===== src/rtl/gpio_bank_pkg.sv =====
package gpio_bank_pkg;

    typedef enum logic [1:0] {
        OP_WRITE = 2'd0,
        OP_SET   = 2'd1,
        OP_CLEAR = 2'd2,
        OP_NONE  = 2'd3
    } alias_op_e;

    typedef enum logic [2:0] {
        RS_DOUT  = 3'd0,
        RS_DIN   = 3'd1,
        RS_OE    = 3'd2,
        RS_ROUTE = 3'd3,
        RS_IEN   = 3'd4,
        RS_MODE  = 3'd5,
        RS_POL   = 3'd6,
        RS_STAT  = 3'd7
    } reg_sel_e;

endpackage


===== src/rtl/gpio_sync.sv =====
module gpio_sync #(
    parameter int W = 32
) (
    input  logic         clk,
    input  logic         rst_n,
    input  logic [W-1:0] raw_i,
    output logic [W-1:0] cur_o,
    output logic [W-1:0] prev_o
);
    logic [W-1:0] cap_q, cur_q, prev_q;

    always_ff @(posedge clk or negedge rst_n) begin
        if (!rst_n) begin
            cap_q  <= '0;
            cur_q  <= '0;
            prev_q <= '0;
        end else begin
            cap_q  <= raw_i;
            cur_q  <= cap_q;
            prev_q <= cur_q;
        end
    end

    assign cur_o  = cur_q;
    assign prev_o = prev_q;
endmodule


===== src/rtl/gpio_detect.sv =====
module gpio_detect #(
    parameter int W = 32
) (
    input  logic [W-1:0] cur_i,
    input  logic [W-1:0] prev_i,
    input  logic [W-1:0] mode_i,
    input  logic [W-1:0] pol_i,
    output logic [W-1:0] hit_o
);
    for (genvar g = 0; g < W; g++) begin : g_pin
        logic rise, fall, lvl, edg;
        always_comb begin
            rise     = cur_i[g] & ~prev_i[g];
            fall     = ~cur_i[g] & prev_i[g];
            lvl      = pol_i[g] ? cur_i[g] : ~cur_i[g];
            edg      = pol_i[g] ? rise : fall;
            hit_o[g] = mode_i[g] ? lvl : edg;
        end
    end
endmodule


===== src/rtl/gpio_regs.sv =====
module gpio_regs
    import gpio_bank_pkg::*;
#(
    parameter int W  = 32,
    parameter int AW = 8
) (
    input  logic          clk,
    input  logic          rst_n,
    input  logic          wr_i,
    input  logic [AW-1:0] addr_i,
    input  logic [W-1:0]  wdata_i,
    output logic [W-1:0]  rdata_o,
    input  logic [W-1:0]  din_i,
    input  logic [W-1:0]  hit_i,
    output logic [W-1:0]  dout_o,
    output logic [W-1:0]  oe_o,
    output logic [W-1:0]  route_o,
    output logic [W-1:0]  ien_o,
    output logic [W-1:0]  mode_o,
    output logic [W-1:0]  pol_o,
    output logic [W-1:0]  stat_o
);
    localparam int IDX_W = AW - 4;
    localparam int NREG  = 8;

    logic [IDX_W-1:0] idx;
    alias_op_e        op;
    reg_sel_e         sel;
    logic             in_map, wr_ok;

    logic [W-1:0] dout_q, oe_q, route_q, ien_q, mode_q, pol_q, stat_q;
    logic [W-1:0] stat_clr;

    assign idx    = addr_i[AW-1:4];
    assign op     = alias_op_e'(addr_i[3:2]);
    assign in_map = (idx < IDX_W'(NREG));
    assign sel    = reg_sel_e'(idx[2:0]);
    assign wr_ok  = wr_i && in_map && (addr_i[1:0] == 2'b00) && (op != OP_NONE);

    function automatic logic [W-1:0] apply(input alias_op_e o,
                                           input logic [W-1:0] old,
                                           input logic [W-1:0] d);
        unique case (o)
            OP_WRITE: apply = d;
            OP_SET:   apply = old | d;
            OP_CLEAR: apply = old & ~d;
            default:  apply = old;
        endcase
    endfunction

    always_ff @(posedge clk or negedge rst_n) begin
        if (!rst_n) begin
            dout_q  <= '0;
            oe_q    <= '0;
            route_q <= '0;
            ien_q   <= '0;
            mode_q  <= '0;
            pol_q   <= '0;
        end else if (wr_ok) begin
            unique case (sel)
                RS_DOUT:  dout_q  <= apply(op, dout_q, wdata_i);
                RS_OE:    oe_q    <= apply(op, oe_q, wdata_i);
                RS_ROUTE: route_q <= apply(op, route_q, wdata_i);
                RS_IEN:   ien_q   <= apply(op, ien_q, wdata_i);
                RS_MODE:  mode_q  <= apply(op, mode_q, wdata_i);
                RS_POL:   pol_q   <= apply(op, pol_q, wdata_i);
                default:  ;
            endcase
        end
    end

    assign stat_clr = (wr_ok && sel == RS_STAT && op == OP_CLEAR) ? wdata_i : '0;

    always_ff @(posedge clk or negedge rst_n) begin
        if (!rst_n) stat_q <= '0;
        else        stat_q <= (stat_q & ~stat_clr) | (route_q & hit_i);
    end

    always_comb begin
        rdata_o = '0;
        if (in_map) begin
            unique case (sel)
                RS_DOUT:  rdata_o = dout_q;
                RS_DIN:   rdata_o = din_i;
                RS_OE:    rdata_o = oe_q;
                RS_ROUTE: rdata_o = route_q;
                RS_IEN:   rdata_o = ien_q;
                RS_MODE:  rdata_o = mode_q;
                RS_POL:   rdata_o = pol_q;
                RS_STAT:  rdata_o = stat_q;
            endcase
        end
    end

    assign dout_o  = dout_q;
    assign oe_o    = oe_q;
    assign route_o = route_q;
    assign ien_o   = ien_q;
    assign mode_o  = mode_q;
    assign pol_o   = pol_q;
    assign stat_o  = stat_q;
endmodule


===== src/rtl/gpio_bank.sv =====
module gpio_bank #(
    parameter int NPIN = 32,
    parameter int AW   = 8
) (
    input  logic            clk,
    input  logic            rst_n,
    input  logic            bus_wr,
    input  logic [AW-1:0]   bus_addr,
    input  logic [NPIN-1:0] bus_wdata,
    output logic [NPIN-1:0] bus_rdata,
    input  logic [NPIN-1:0] pin_in,
    output logic [NPIN-1:0] pin_out,
    output logic [NPIN-1:0] pin_oe,
    output logic            irq
);
    logic [NPIN-1:0] cur_v, prev_v, hit_v;
    logic [NPIN-1:0] route_q, ien_q, mode_q, pol_q, stat_q;

    gpio_sync #(.W(NPIN)) u_sync (
        .clk(clk), .rst_n(rst_n), .raw_i(pin_in),
        .cur_o(cur_v), .prev_o(prev_v)
    );

    gpio_detect #(.W(NPIN)) u_det (
        .cur_i(cur_v), .prev_i(prev_v), .mode_i(mode_q), .pol_i(pol_q),
        .hit_o(hit_v)
    );

    gpio_regs #(.W(NPIN), .AW(AW)) u_regs (
        .clk(clk), .rst_n(rst_n), .wr_i(bus_wr), .addr_i(bus_addr),
        .wdata_i(bus_wdata), .rdata_o(bus_rdata), .din_i(cur_v),
        .hit_i(hit_v), .dout_o(pin_out), .oe_o(pin_oe),
        .route_o(route_q), .ien_o(ien_q), .mode_o(mode_q),
        .pol_o(pol_q), .stat_o(stat_q)
    );

    assign irq = |(stat_q & ien_q);
endmodule


===== config.mk =====
export PLATFORM = sky130hd
export DESIGN_NAME = gpio_bank
export DESIGN_NICKNAME = d
export VERILOG_FILES = /design/src/rtl/gpio_bank_pkg.sv /design/src/rtl/gpio_sync.sv /design/src/rtl/gpio_detect.sv /design/src/rtl/gpio_regs.sv /design/src/rtl/gpio_bank.sv
export SDC_FILE = /design/constraint.sdc
export NUM_CORES = 1
export LEC_CHECK = 0
export CAP_MARGIN = 20
export CORE_MARGIN = 2
export CORE_UTILIZATION = 55
export CTS_BUF_LIST = sky130_fd_sc_hd__clkbuf_4 sky130_fd_sc_hd__clkbuf_8
export CTS_CLUSTER_SIZE = 16
export DETAILED_ROUTE_END_ITERATION = 8
export DONT_BUFFER_PORTS = 1
export PLACE_DENSITY = 0.75
export SYNTH_ARGS = -nofsm -noshare
export SYNTH_HDL_FRONTEND = slang
export SYNTH_HIERARCHICAL = 1
export SYNTH_SLANG_ARGS = --single-unit

===== constraint.sdc =====
create_clock -name clk -period 1.6 [get_ports clk]
set_input_delay 0.16 -clock clk [delete_from_list [all_inputs] [get_ports clk]]
set_output_delay 0.16 -clock clk [all_outputs]
set_load 0.1 [all_outputs]

==> metrics.csv <==
metric,value,unit
run_status,finished with violations,
failed_checks,"hold timing, setup timing",
number_of_synthesized_flops_with_an_enable_pin,0,
seq_power_share,39.8,%
drtAntennaViolNets,0,
tritoncts,built,
finalSetupViolCount,33,
routabilityCongestion,0.896,
clock_tree.htree_level_count,2,
cts_root_buffer,clkbuf_8,
detail_route.drc_violations,0,
synth.most_common_cell,dfrtp_1,
clock_power_share,34.2,%
post-route-worst-setup-slack,-0.746,ns
hpwlAfterDp,34200,um
timing.critical_path.max_delay_family,simple AND/OR/NAND/NOR gates,
maxClockFrequency,426,MHz
grt_remaining_overflow,0,
critical_path.startpoint,u_regs/ien_o[25],
synth_area_leader_cell,dfrtp_1,
hold_path.class,input pin to async pin,
final.hold.worst_slack,-0.736,ns
ys_ff_latch,320,
pin_count_of_the_biggest_net_entering_global_routing,321,
cap_violations,0,
drt-vias-per-instance,7.15,
io_buffer_count,0,
rsz_0062_raised_after_global_routing,true,
cpPeakStageDelay,0.74,ns
firstDrtPassIters,6,
intPower,15.9,mW
post_route_cells_drive_above_1_share,37.4,%
pwr_per_cell_area,1060,nW/um^2
timing.critical_path.from_type,flop,
cts_hold_repair.buffers,98,
grt_first_pass_wirelength,94200,um
timing_worst_slew_pin_value,1.16,ns
synth_flop_cell,dfrtp_1,
crit_chain,a22oi_2 -> nand4_1 -> or4_4,
wl,61100,um
pre_cts_slack,-0.351,ns
synthTopCellsByArea,"dfrtp_1 50%, a41oi_1 10%, a21oi_1 6.0%",
grt_util_all_layers,39.1,%
ys_top_cells_by_count,"320 x dfrtp_1, 194 x a21oi_1, 192 x a41oi_1",
tns,-17.71,ns
routed_wire_length_per_instance,26.8,um
power.combinational.fraction,26.0,%
yosysTopAreaCellShare,49.6,%
clock_skews,0.0214,ns
finalCritPeriodShare,147,%
total_power,23.9,mW
synth.lib_cells_used.distinct,42,
worstSetupEndpointType,output port,
worstReg2RegStart,u_regs/oe_o[2],
netlist_area,16100,um^2
flow.area_growth_from_synthesis,39.3,%
finalMaxSlewViolations,0,
postSynth.asyncResetShare,100,%
synth_cells,1618,
floorplan.die.height,175,um
grt_antenna_before_repair,3,
detailedRoute.firstIterationViolations,2246,
boundaryPins,172,
max-slew-margin-rel,22.7,%
synth.avg_cell_area,9.97,um^2
clk_pin_slew,0.06,ns
switching_share,33.7,%
switchingPower,8.06,mW
number_of_global_route_vias_before_repair,16500,
power_leakage,8.95,nW
fin_crit,2.35,ns
irDropWorstVdd,934,uV
cp_data_required_time,1.44,ns
initial_utilization,56.1,%
cts_sinks,320,
numCtsBuffers,54,
synth.net_count,1696,
clock_path_buffers,3,
design.die.area,30700,um^2
synth-seq-area-share,49.6,%
finalHoldViolCount,320,
num_vias,16300,
path_class,flop to output port,
yosysWarnings,6,
cp.buffers_inverters,0,
critical-path-slowest-cell,or4_4,
critical_path_peak_fanout,2,
finish.net_count,1927,
floorplan.core_area,28800,um^2
cp_data_arrival_time,2.19,ns
insertion_delay,0.61,ns
core.rowCount,62,
floorplan.die.width,175,um
-- routing by layer --
metal	track usage [%]	wire (um)
met1	50.9	22600
met4	20.5	3390
met3	10.2	7120
met2	60.3	28000
met5	0	13
-- worst paths after layout --
path                            cells after the start                 end  slack (ns)
worst max-delay path                                3                 irq       -0.75
worst min-delay path                                0    u_regs/dout_o[8]       -0.74
worst max register to register                      3      u_regs/oe_o[2]        0.44
worst min register to register                      0    u_sync/cur_o[29]        0.35
max in group asynchronous                           0      u_regs/oe_o[2]        1.26
min in group clk                                    4  u_regs/route_o[12]        0.01
-- state kept, by name, indices dropped and copies added (netlist names) --
name	cells
u_regs/dout_o	32
u_regs/ien_o	32
u_regs/mode_o	32
u_regs/oe_o	32
u_regs/pol_o	32
u_regs/route_o	32
u_regs/stat_o	32
u_sync/cap_q	32
u_sync/cur_o	32
u_sync/prev_o	32
-- stage by stage --
step | utilization, % | cells | instance area (um^2) | hold WS, ns
after CTS | 77.5 | 2274 | 22300 | -0.743
after global routing | 78.1 | 2280 | 22500 | -0.761
after global placement | 68.4 | 2062 | 19700 | -0.120
final | 78.1 | 2280 | 22500 | -0.736
after floorplan | - | 1618 | 17600 | -0.136
after detailed placement | 68.4 | 2062 | 19700 | -0.122
-- cells in the final DEF, fill, tap and decap left out, types with 33 or more instances in the layout --
cell / n
buf_12: 55
dlygate4sd3_1: 97
buf_4: 199
dfrtp_2: 43
clkbuf_8: 77
nand2b_1: 33
dfrtp_1: 246
a41oi_1: 192
a21oi_1: 165
nor2b_1: 64
nand2_1: 160
-- power by group through the flow --
stage                     logic (mW)  registers (mW)  clock network [mW]
final                           6.21            9.53                8.18
after global routing            6.47            9.59                8.60
after CTS                       6.01            9.47                8.17
after detailed placement        5.55            9.60                   0
after global placement          5.42            9.56                   0
after floorplan                 2.94            10.8                   0
-- timing repair --
| action | 4_1_cts | 5_1_grt |
|---|---|---|
| endpoints found under the setup margin | 33 | 33 |
| gates resized for setup | 71 | 35 |
| buffers inserted | 14 | 5 |
| pin swaps | 41 | 8 |
| hold endpoints to repair | 576 | 320 |
-- layout make-up --
class | instances | area, um^2
inverters | 36 | 140
flip-flops and latches | 320 | 8180
diodes | 1 | 2.50
multi-input cells | 1069 | 8670
fillers | 1699 | 6300
clock inverters | 4 | 20.0
repair buffers | 368 | 3770
clock buffers | 98 | 1220
well taps | 384 | 480
-- cells by family (layout without fill, tap and decap cells) --
group | Yosys count | after routing | share of synthesized area, %
adder cells (fa/ha/maj) | 3 | 3 | 0.233
buffers and inverters | 229 | 506 | 6.19
AND/OR/NAND/NOR | 376 | 376 | 12.3
multiplexers | 33 | 33 | 2.29
flip-flops | 320 | 320 | 49.6
AO/OA/AOI/OAI | 657 | 657 | 29.3
other | 0 | 1 | 0
Power figures use the tool's default switching activity.
